[config.mk]
export PLATFORM = sky130hd
export DESIGN_NAME = obs_test_reg
export DESIGN_NICKNAME = d
export VERILOG_FILES = /design/src/rtl/obs_test_pkg.sv /design/src/rtl/obs_test_ctrl.sv /design/src/rtl/obs_test_dp.sv /design/src/rtl/obs_test_reg.sv
export SDC_FILE = /design/constraint.sdc
export NUM_CORES = 1
export LEC_CHECK = 0
export ABC_AREA = 1
export BUFFER_PORTS_ARGS = -buffer_cell sky130_fd_sc_hd__buf_2
export CAP_MARGIN = 10
export CELL_PAD_IN_SITES_DETAIL_PLACEMENT = 1
export CELL_PAD_IN_SITES_GLOBAL_PLACEMENT = 1
export CORE_AREA = 10 10 47 49
export DETAILED_ROUTE_END_ITERATION = 12
export DIE_AREA = 0 0 57 59
export PLACE_DENSITY = 0.7
export SLEW_MARGIN = 40
export SYNTH_ARGS = -nofsm -noshare
export SYNTH_HDL_FRONTEND = slang
export SYNTH_SLANG_ARGS = --single-unit
[constraint.sdc]
create_clock -name clk -period 1.07 [get_ports clk]
set_input_delay 0.1605 -clock clk [delete_from_list [all_inputs] [get_ports clk]]
set_output_delay 0.1605 -clock clk [all_outputs]
set_load 0.02 [all_outputs]
[src/rtl/obs_test_pkg.sv]
package obs_test_pkg;

  // Register width; the feedback taps below assume four bits.
  localparam int REG_W = 4;
  localparam int TOP_BIT = REG_W - 1;

  typedef enum logic [1:0] {
    MODE_SHIFT = 2'b00,
    MODE_CLEAR = 2'b01,
    MODE_SIG   = 2'b10,
    MODE_LOAD  = 2'b11
  } obsMode_e;

  typedef struct packed {
    logic loadEn;
    logic shiftEn;
    logic compressEn;
    logic clearEn;
  } obsStrobe_t;

endpackage

[src/rtl/obs_test_ctrl.sv]
module obs_test_ctrl
  import obs_test_pkg::*;
(
  input  logic       modeHi,
  input  logic       modeLo,
  output obsStrobe_t strobes
);

  obsMode_e modeSel;

  assign modeSel = obsMode_e'({modeHi, modeLo});

  always_comb begin
    strobes = '0;
    unique case (modeSel)
      MODE_LOAD:  strobes.loadEn     = 1'b1;
      MODE_SHIFT: strobes.shiftEn    = 1'b1;
      MODE_SIG:   strobes.compressEn = 1'b1;
      MODE_CLEAR: strobes.clearEn    = 1'b1;
      default:    strobes = '0;
    endcase
  end

endmodule

[src/rtl/obs_test_dp.sv]
module obs_test_dp
  import obs_test_pkg::*;
#(
  parameter int W = REG_W
)(
  input  logic         clk,
  input  logic         rstN,
  input  obsStrobe_t   strobes,
  input  logic         scanIn,
  input  logic [W-1:0] parIn,
  output logic [W-1:0] stateQ
);

  localparam int MSB = W - 1;

  logic [W-1:0] shiftSrc;   // value each bit receives in a plain right shift
  logic [W-1:0] sigNext;    // next value in signature mode
  logic [W-1:0] scanNext;   // next value in scan mode
  logic         feedback;

  assign feedback = stateQ[MSB] ^ stateQ[0];

  // Bit MSB takes the feedback term; each lower bit takes its upper neighbour.
  genvar gi;
  generate
    for (gi = 0; gi < MSB; gi++) begin : g_shift
      assign shiftSrc[gi] = stateQ[gi+1];
      assign scanNext[gi] = stateQ[gi+1];
    end
  endgenerate

  assign shiftSrc[MSB] = feedback;
  assign scanNext[MSB] = scanIn;
  assign sigNext       = shiftSrc ^ parIn;

  always_ff @(posedge clk or negedge rstN) begin
    if (!rstN) begin
      stateQ <= '0;
    end else if (strobes.clearEn) begin
      stateQ <= '0;
    end else if (strobes.loadEn) begin
      stateQ <= parIn;
    end else if (strobes.shiftEn) begin
      stateQ <= scanNext;
    end else if (strobes.compressEn) begin
      stateQ <= sigNext;
    end
  end

endmodule

[src/rtl/obs_test_reg.sv]
module obs_test_reg
  import obs_test_pkg::*;
(
  input  logic             clk,
  input  logic             rstN,
  input  logic             modeHi,
  input  logic             modeLo,
  input  logic             scanIn,
  input  logic [REG_W-1:0] parIn,
  output logic [REG_W-1:0] parOut,
  output logic             scanOut
);

  obsStrobe_t strobes;
  logic [REG_W-1:0] stateQ;

  obs_test_ctrl u_ctrl (
    .modeHi  (modeHi),
    .modeLo  (modeLo),
    .strobes (strobes)
  );

  obs_test_dp #(.W(REG_W)) u_dp (
    .clk     (clk),
    .rstN    (rstN),
    .strobes (strobes),
    .scanIn  (scanIn),
    .parIn   (parIn),
    .stateQ  (stateQ)
  );

  assign parOut  = stateQ;
  assign scanOut = stateQ[0];

endmodule

# Yosys cells after proc, flatten, opt, wreduce, memory -nomap -nowiden
# Index checks and enable logic that the tools add are counted.
# word_totals
register_bits,4
out_inout_bits,5
# op_classes
eq_ne,3
muxes,8
bitwise,2
n_reduce_logical,2
# op_table
cell,n
$mux W4,4
$eq A2 B2 Y1 const B,2
$mux W1,4
$reduce_bool A4 Y1,1
$xor A4 B4 Y4,1
$eq A2 B1 Y1 const B,1
$logic_not A2 Y1,1
$xor A1 B1 Y1,1

# Logic depth before layout (Yosys ltp)
# Gate-level depths: netlist (run 1).
# depth
ltp_word,6
depth_mapped,6

# Cells and area by module
# A second synthesis (run 1) with hierarchy kept.
# unflattened
cells_unflattened,59
hier_area_um2,335.3
# modules_own_cells
mod,n_inst,cells_per_inst,area_per_inst_um2
obs_test_dp,1,51,301.5
obs_test_ctrl,1,7,26.3
obs_test_reg,1,1,7.5

# Worst setup path after synthesis (run 1)
# OpenSTA, ideal clock, no wires.
# synth_path
path_type,reg-to-reg
from,register u_dp.stateQ[3]
to,register u_dp.stateQ[3]
setup_time_ns,0.126
t_arrival_ns,0.826
required_time_ns,0.944
slack_ns,0.119
stages_incl_launch_ff,6
n_path_buf,0
period_less_slack_ns,0.951
cell_sequence,dfrtp_1 inv_1 nand2_1 nand3b_1 nand3_2 a21oi_2
# synth_via
elab_chain_len,6
# synth_lines
item,line_no,rtl
from (decl),obs_test_dp.sv:11,output logic [W-1:0] stateQ
from (signal assigned),obs_test_dp.sv:42,stateQ <= parIn;
from (signal assigned),obs_test_dp.sv:44,stateQ <= scanNext;
from (signal assigned),obs_test_dp.sv:46,stateQ <= sigNext;
$xor A1 B1 Y1,obs_test_dp.sv:21,assign feedback = stateQ[MSB] ^ stateQ[0];
$xor A4 B4 Y4,obs_test_dp.sv:34,assign sigNext = shiftSrc ^ parIn;
$mux W4,obs_test_dp.sv:45,end else if (strobes.compressEn) begin
$mux W4,obs_test_dp.sv:43,end else if (strobes.shiftEn) begin
$mux W4,obs_test_dp.sv:41,end else if (strobes.loadEn) begin
$mux W4,obs_test_dp.sv:39,end else if (strobes.clearEn) begin
# Every way passes these cells. The select of a mux whose other input is x is not followed.
# A chain may end at the register's enable or synchronous reset.

# Worst setup path after layout (run 1)
# layout_path
from,register u_dp.stateQ[3]
to,output port parOut[3]
# layout_rtl
item,line_no,rtl
to (decl),obs_test_reg.sv:10,"output logic [REG_W-1:0] parOut,"
# No word-level cell between the ends.

==> metrics.md, run 1 <==
| Metric | Value |
|---|---|
| Status | `finished, final reports clean` |
| Most frequent cells in the layout | `13 x buf_2, 8 x nand2_1, 6 x inv_1` |
| Global-route usage over all layers | `5.46%` |
| Leakage power | `0.231 nW` |
| Design area | `412 sq um` |
| Die width | `57 microns` |
| Most flops, register | `u_dp.stateQ` |
| Clock root cell | `clkbuf_4` |
| MaxCap Viol Count | `0` |
| Hold-critical path depth | `3` |
| Remaining antenna violation count | `0` |
| FMAX | `1.00 GHz` |
| Setup CP Type | `reg2out` |
| Crit path max-delay cell type | `dfrtp_2` |
| Clk buf depth | `2` |
| R2R depth | `5` |
| Core Area | `1400 sq um` |
| Later-pin clock latency in the skew report | `230 ps` |
| Peak VDD IR | `0.481 mV` |
| Distinct cells, synth | `14` |
| Register bit total from synthesis | `4` |
| Met1 Wirelength | `398 microns` |
| Global route total overflow | `0` |
| # diodes | `0` |
| WP data required | `910 ps` |
| Commonest non-fill, non-tap cell in the layout | `buf_2` |
| Worst Setup SP | `u_dp.stateQ[3]` |
| Area grow syn2layout | `37.1%` |
| Slew HR | `85.9%` |
| Initial Util | `21.4%` |
| Clock buffer count from CTS | `3` |
| CP peak stage delay | `430 ps` |
| Crit-path max FO | `6` |
| Hpwl dp | `697 microns` |
| DRT Wirelength | `868 microns` |
| Syn Nets | `50` |
| Hold path startpoint | `parIn[1]` |
| Syn avg cell area | `7.90 sq um` |
| Synth warn | `0` |
| Layout Nets | `68` |
| Final setup vio count | `0` |
| Met3 WL post-DR | `77 microns` |
| Clk sink count | `4` |
| Die Footprint | `3360 sq um` |
| PD cells | `1350 nW/um^2` |
| Vias | `324` |
| Cells after synthesis | `38` |
| Max-slew violations | `0` |
| H-tree levels | `1` |
| CP Cell Sequence | `buf_2` |
| Hold EP | `u_dp.stateQ[1]` |
| Input/output buffers | `13` |
| DR iter-0 viols | `4` |
| Tcrit/Tclk final | `93.1%` |
| Filler Cells Inserted | `191` |
| Worst path top cell family by delay | `flip-flops` |
| Top sig layer | `met3` |
| Critical R2R Launch | `u_dp.stateQ[3]` |
| Clk_skew | `2.24 ps` |
| Io pins | `14` |
| Seq/Total Area, Yosys | `33.3%` |
| WP depth | `1` |
| WP buf/inv | `1` |
| Die Ht | `59 microns` |
| Share of cells above drive strength 1 | `38.9%` |
| First-pass DRT Iterations | `4` |
| CTS tree | `built` |
| RSZ-0062 raised after global routing | `false` |
| Sum Neg Setup Slack | `0 ps` |
| Clk slew on worst S/H paths | `40 ps` |
| Largest register FFs | `4` |
| First-pass GRT wire length | `1500 microns` |
| # Post-CTS Setup Buffers | `0` |
| Met2 WL | `392 microns` |
| Largest registers | `u_dp.stateQ (4)` |
| Slew @ Worst Pin | `210 ps` |
| Final worst path period need | `996 ps` |
| Pin count of the biggest net entering global routing | `9` |
| Post-DP Area | `378 sq um` |
| Data arrival time of the worst path | `840 ps` |
| Vias in the first global route | `360` |
| Hold_ws | `203 ps` |
| Row count | `14` |
| R2r endpoint | `u_dp.stateQ[3]` |
| Initial antenna violation count | `0` |
| Crit. End Element | `output pin` |
| Critical path launch point type | `flop` |
| Hold Fails Final Rpt | `0` |
| Vias per Instance | `4.63` |
| DRC | `0` |
| GPL Wtd Cong | `0.713` |
| Hold Path Class | `in2reg` |
| Cell Area, Synth | `300 sq um` |
| R2R Setup Slk | `150 ps` |
| Avg WL per Cell | `12.4 microns` |
power by group:
group	leakage (nW)	internal (mW)	switching, mW
combinational	0.169	0.0670	0.106
clock	0.0138	0.125	0.0616
sequential	0.0477	0.174	0.0234
synth_stat cells, drive strengths merged:
cell type	instances	area share, %
o21ai	1	1.7
a21oi	2	4.6
dfrtp	4	33
a22oi	3	7.5
nand2	8	10
nand3	2	6.7
nor2	3	3.7
buf	1	2.5
ha	3	13
inv	7	8.7
nand4	3	6.3
nand3b	1	2.5
worst max path at each step:
stage                           endpoint  slack [ps]
after CTS                      parOut[3]          40
after floorplan           u_dp.stateQ[3]         120
final                          parOut[3]          70
after detailed placement  u_dp.stateQ[2]          20
after global placement    u_dp.stateQ[1]          50
after global routing           parOut[0]          20
final cells by class:
class / instances / area, sq um / area share [%]
multi-input cells: 26 / 166 / 40.4
flip-flops and latches: 4 / 101 / 24.6
clock buffers: 3 / 22.5 / 5.47
repair buffers: 14 / 75.1 / 18.2
well taps: 16 / 20.0 / 4.86
inverters: 7 / 26.3 / 6.38
metal layers:
layer  track usage (%)  up-vias
li1                  -      157
met1              6.09      155
met2              8.37       12
met3              3.86        0
met4              1.01        0
met5                 0        -
logic make-up (layout without fill, tap and decap cells):
family                     after synthesis  count (layout)  synth area share (%)
AOI/OAI and AO/OA                        6               6                  13.7
adders and majority gates                3               3                  12.5
buffers and inverters                    8              24                  11.2
DFF                                      4               4                  33.3
and+or+nand+nor                         17              17                  29.2
stage by stage:
| step | setup slack, ps | cells | total power, mW | util, % |
|---|---|---|---|---|
| finish | 74.2 | 70 | 0.557 | 29.4 |
| CTS | 37.3 | 70 | 0.567 | 29.3 |
| global placement | 47.6 | 66 | 0.369 | 27.0 |
| global route | 18.8 | 70 | 0.606 | 29.4 |
| detailed placement | 24.3 | 66 | 0.370 | 27.0 |
| floorplan | 119 | 38 | 0.309 | - |
timing repair:
item                                    CTS  global route
hold endpoints to repair                  4             0
endpoints found under the setup margin    0             1
hold buffers                              1             0
resized for setup                         0             1
Power figures use the tool's default switching activity.
==> inputs of run 2 (changes only) <==
--- a/config.mk
+++ b/config.mk
@@ -14,6 +14,7 @@
 export DETAILED_ROUTE_END_ITERATION = 12
 export DIE_AREA = 0 0 57 59
 export PLACE_DENSITY = 0.7
+export RECOVER_POWER = 50
 export SLEW_MARGIN = 40
 export SYNTH_ARGS = -nofsm -noshare
 export SYNTH_HDL_FRONTEND = slang
==> run 2 against run 1 <==
Sequential power hardly changed. Critical path type unchanged. Clock skew stayed put. Critical endpoint unchanged. First-iteration DRC count is the same. Wire length shrank 0.12%.
==> metrics.md, run 2 (synthesized netlist as in run 1, its figures left out) <==
| Metric | Value |
|---|---|
| Status | `finished, final reports clean (unchanged)` |
| Worst path top cell family by delay | `flip-flops (unchanged)` |
| First-pass DRT Iterations | `3 (was 4)` |
| Global route total overflow | `0 (unchanged)` |
| Hold path startpoint | `parIn[1] (unchanged)` |
| Die Footprint | `3360 sq um (unchanged)` |
| R2R depth | `5 (unchanged)` |
| DRC | `0 (unchanged)` |
| Area grow syn2layout | `36.2% (was 37.1%)` |
| R2R Setup Slk | `150 ps (about the same)` |
| R2r endpoint | `u_dp.stateQ[3] (unchanged)` |
| Design Power | `0.556 mW (was 0.557 mW)` |
| Hold Path Class | `in2reg (unchanged)` |
| Most flops, register | `u_dp.stateQ (unchanged)` |
| DRT Wirelength | `867 microns (was 868 microns)` |
| Placed insts | `66 (unchanged)` |
| Hold-critical path depth | `3 (unchanged)` |
| Vias | `323 (was 324)` |
| Later-pin clock latency in the skew report | `230 ps (about the same)` |
| Final worst slack | `73.8 ps (was 74.2 ps)` |
| Clock buffer count from CTS | `3 (unchanged)` |
| Io pins | `14 (unchanged)` |
| Clock root cell | `clkbuf_4 (unchanged)` |
| Critical R2R Launch | `u_dp.stateQ[3] (unchanged)` |
| Crit. End Element | `output pin (unchanged)` |
| Vias in the first global route | `360 (unchanged)` |
| Pin count of the biggest net entering global routing | `9 (unchanged)` |
| WP data required | `910 ps (about the same)` |
| Input/output buffers | `13 (unchanged)` |
| Clk buf depth | `2 (unchanged)` |
| Clk_skew | `2.24 ps (unchanged)` |
| Clk slew on worst S/H paths | `40 ps (about the same)` |
| Final worst path period need | `996 ps (about the same)` |
| Share of cells above drive strength 1 | `33.3% (was 38.9%)` |
| Post-DP Area | `378 sq um (unchanged)` |
| Most frequent cells in the layout | `11 x buf_2, 8 x nand2_1, 7 x inv_1 (was 13 x buf_2, 8 x nand2_1, 6 x inv_1)` |
| Die width | `57 microns (unchanged)` |
| Row count | `14 (unchanged)` |
| Storage cell area | `101 sq um (unchanged)` |
| Initial antenna violation count | `0 (unchanged)` |
| Slew @ Worst Pin | `244 ps (was 210 ps)` |
| First-pass GRT wire length | `1500 microns (unchanged)` |
| CTS tree | `built (unchanged)` |
| H-tree levels | `1 (unchanged)` |
| Layout Nets | `68 (unchanged)` |
| Largest register FFs | `4 (unchanged)` |
| Global-route usage over all layers | `5.46% (unchanged)` |
| Tcrit/Tclk final | `93.1% (about the same)` |
| Remaining antenna violation count | `0 (unchanged)` |
| FMAX | `1.00 GHz (about the same)` |
| RSZ-0062 raised after global routing | `false (unchanged)` |
| PD cells | `1360 nW/um^2 (was 1350 nW/um^2)` |
| Max-slew violations | `0 (unchanged)` |
| GPL Wtd Cong | `0.713 (unchanged)` |
| Design area | `409 sq um (was 412 sq um)` |
| Data arrival time of the worst path | `840 ps (about the same)` |
| Hold_ws | `203 ps (unchanged)` |
| Core Area | `1400 sq um (unchanged)` |
| Area occupied by multi-input gates | `166 sq um (unchanged)` |
| Hold EP | `u_dp.stateQ[1] (unchanged)` |
| Crit-path max FO | `6 (unchanged)` |
| Die Ht | `59 microns (unchanged)` |
| Avg WL per Cell | `12.4 microns (about the same)` |
| Initial Util | `21.4% (unchanged)` |
| Filler Cells Inserted | `193 (was 191)` |
| Sum Neg Setup Slack | `0 ps (unchanged)` |
| CP peak stage delay | `430 ps (about the same)` |
| # diodes | `0 (unchanged)` |
| Hpwl dp | `697 microns (unchanged)` |
| Non-Filler Instances | `70 (unchanged)` |
| CP Cell Sequence | `buf_2 (unchanged)` |
| Peak VDD IR | `0.481 mV (about the same)` |
| Util after Layout | `29.2% (was 29.4%)` |
| Setup CP Type | `reg2out (unchanged)` |
| Final setup vio count | `0 (unchanged)` |
| Critical path launch point type | `flop (unchanged)` |
| Post-place setup slack | `24.3 ps (unchanged)` |
| Vias per Instance | `4.61 (was 4.63)` |
| Slew HR | `83.7% (was 85.9%)` |
| Hold Fails Final Rpt | `0 (unchanged)` |
| Crit path max-delay cell type | `dfrtp_2 (unchanged)` |
| WP buf/inv | `1 (unchanged)` |
| Largest registers | `u_dp.stateQ (4) (unchanged)` |
| Commonest non-fill, non-tap cell in the layout | `buf_2 (unchanged)` |
| DR iter-0 viols | `4 (unchanged)` |
| Clk sink count | `4 (unchanged)` |
| Leakage power | `0.226 nW (was 0.231 nW)` |
| MaxCap Viol Count | `0 (unchanged)` |
## run 2: how the worst max path moves through the flow
stage | to | cells past startpoint | slack, ps | start
4_1_cts | parOut[3] | 1 | 40 | u_dp.stateQ[3]
3_5_place_dp | u_dp.stateQ[2] | 6 | 20 | modeHi
2_1_floorplan | u_dp.stateQ[3] | 5 | 120 | u_dp.stateQ[3]
3_3_place_gp | u_dp.stateQ[1] | 6 | 50 | modeHi
5_1_grt | parOut[0] | 1 | 20 | u_dp.stateQ[0]
6_report | parOut[3] | 1 | 70 | u_dp.stateQ[3]
## run 2: layout make-up
cell class	count	area share [%]
Inverter	7	6.42
Timing Repair Buffer	14	17.7
Tap cell	16	4.89
Clock buffer	3	5.50
Sequential cell	4	24.8
Multi-Input combinational cell	26	40.7
## run 2: repair_timing
action | 4_1_cts | 5_1_grt
endpoints found under the hold margin | 4 | 0
setup endpoints to repair | 0 | 1
resized for setup | 0 | 1
setup buffers | 0 | 0
hold buffers | 1 | 0
## run 2: report_power, final
part / switching [mW] / internal, mW / leakage [nW]
logic: 0.105 / 0.0656 / 0.164
registers: 0.0235 / 0.174 / 0.0477
clock network: 0.0616 / 0.125 / 0.0138
## run 2: metal layers
| layer | vias up | global-route usage (%) | share of wire (%) |
|---|---|---|---|
| met4 | 0 | 1.01 | 0 |
| met5 | - | 0 | 0 |
| met1 | 154 | 6.09 | 46 |
| met3 | 0 | 3.86 | 9.0 |
| li1 | 157 | - | - |
| met2 | 12 | 8.37 | 45 |
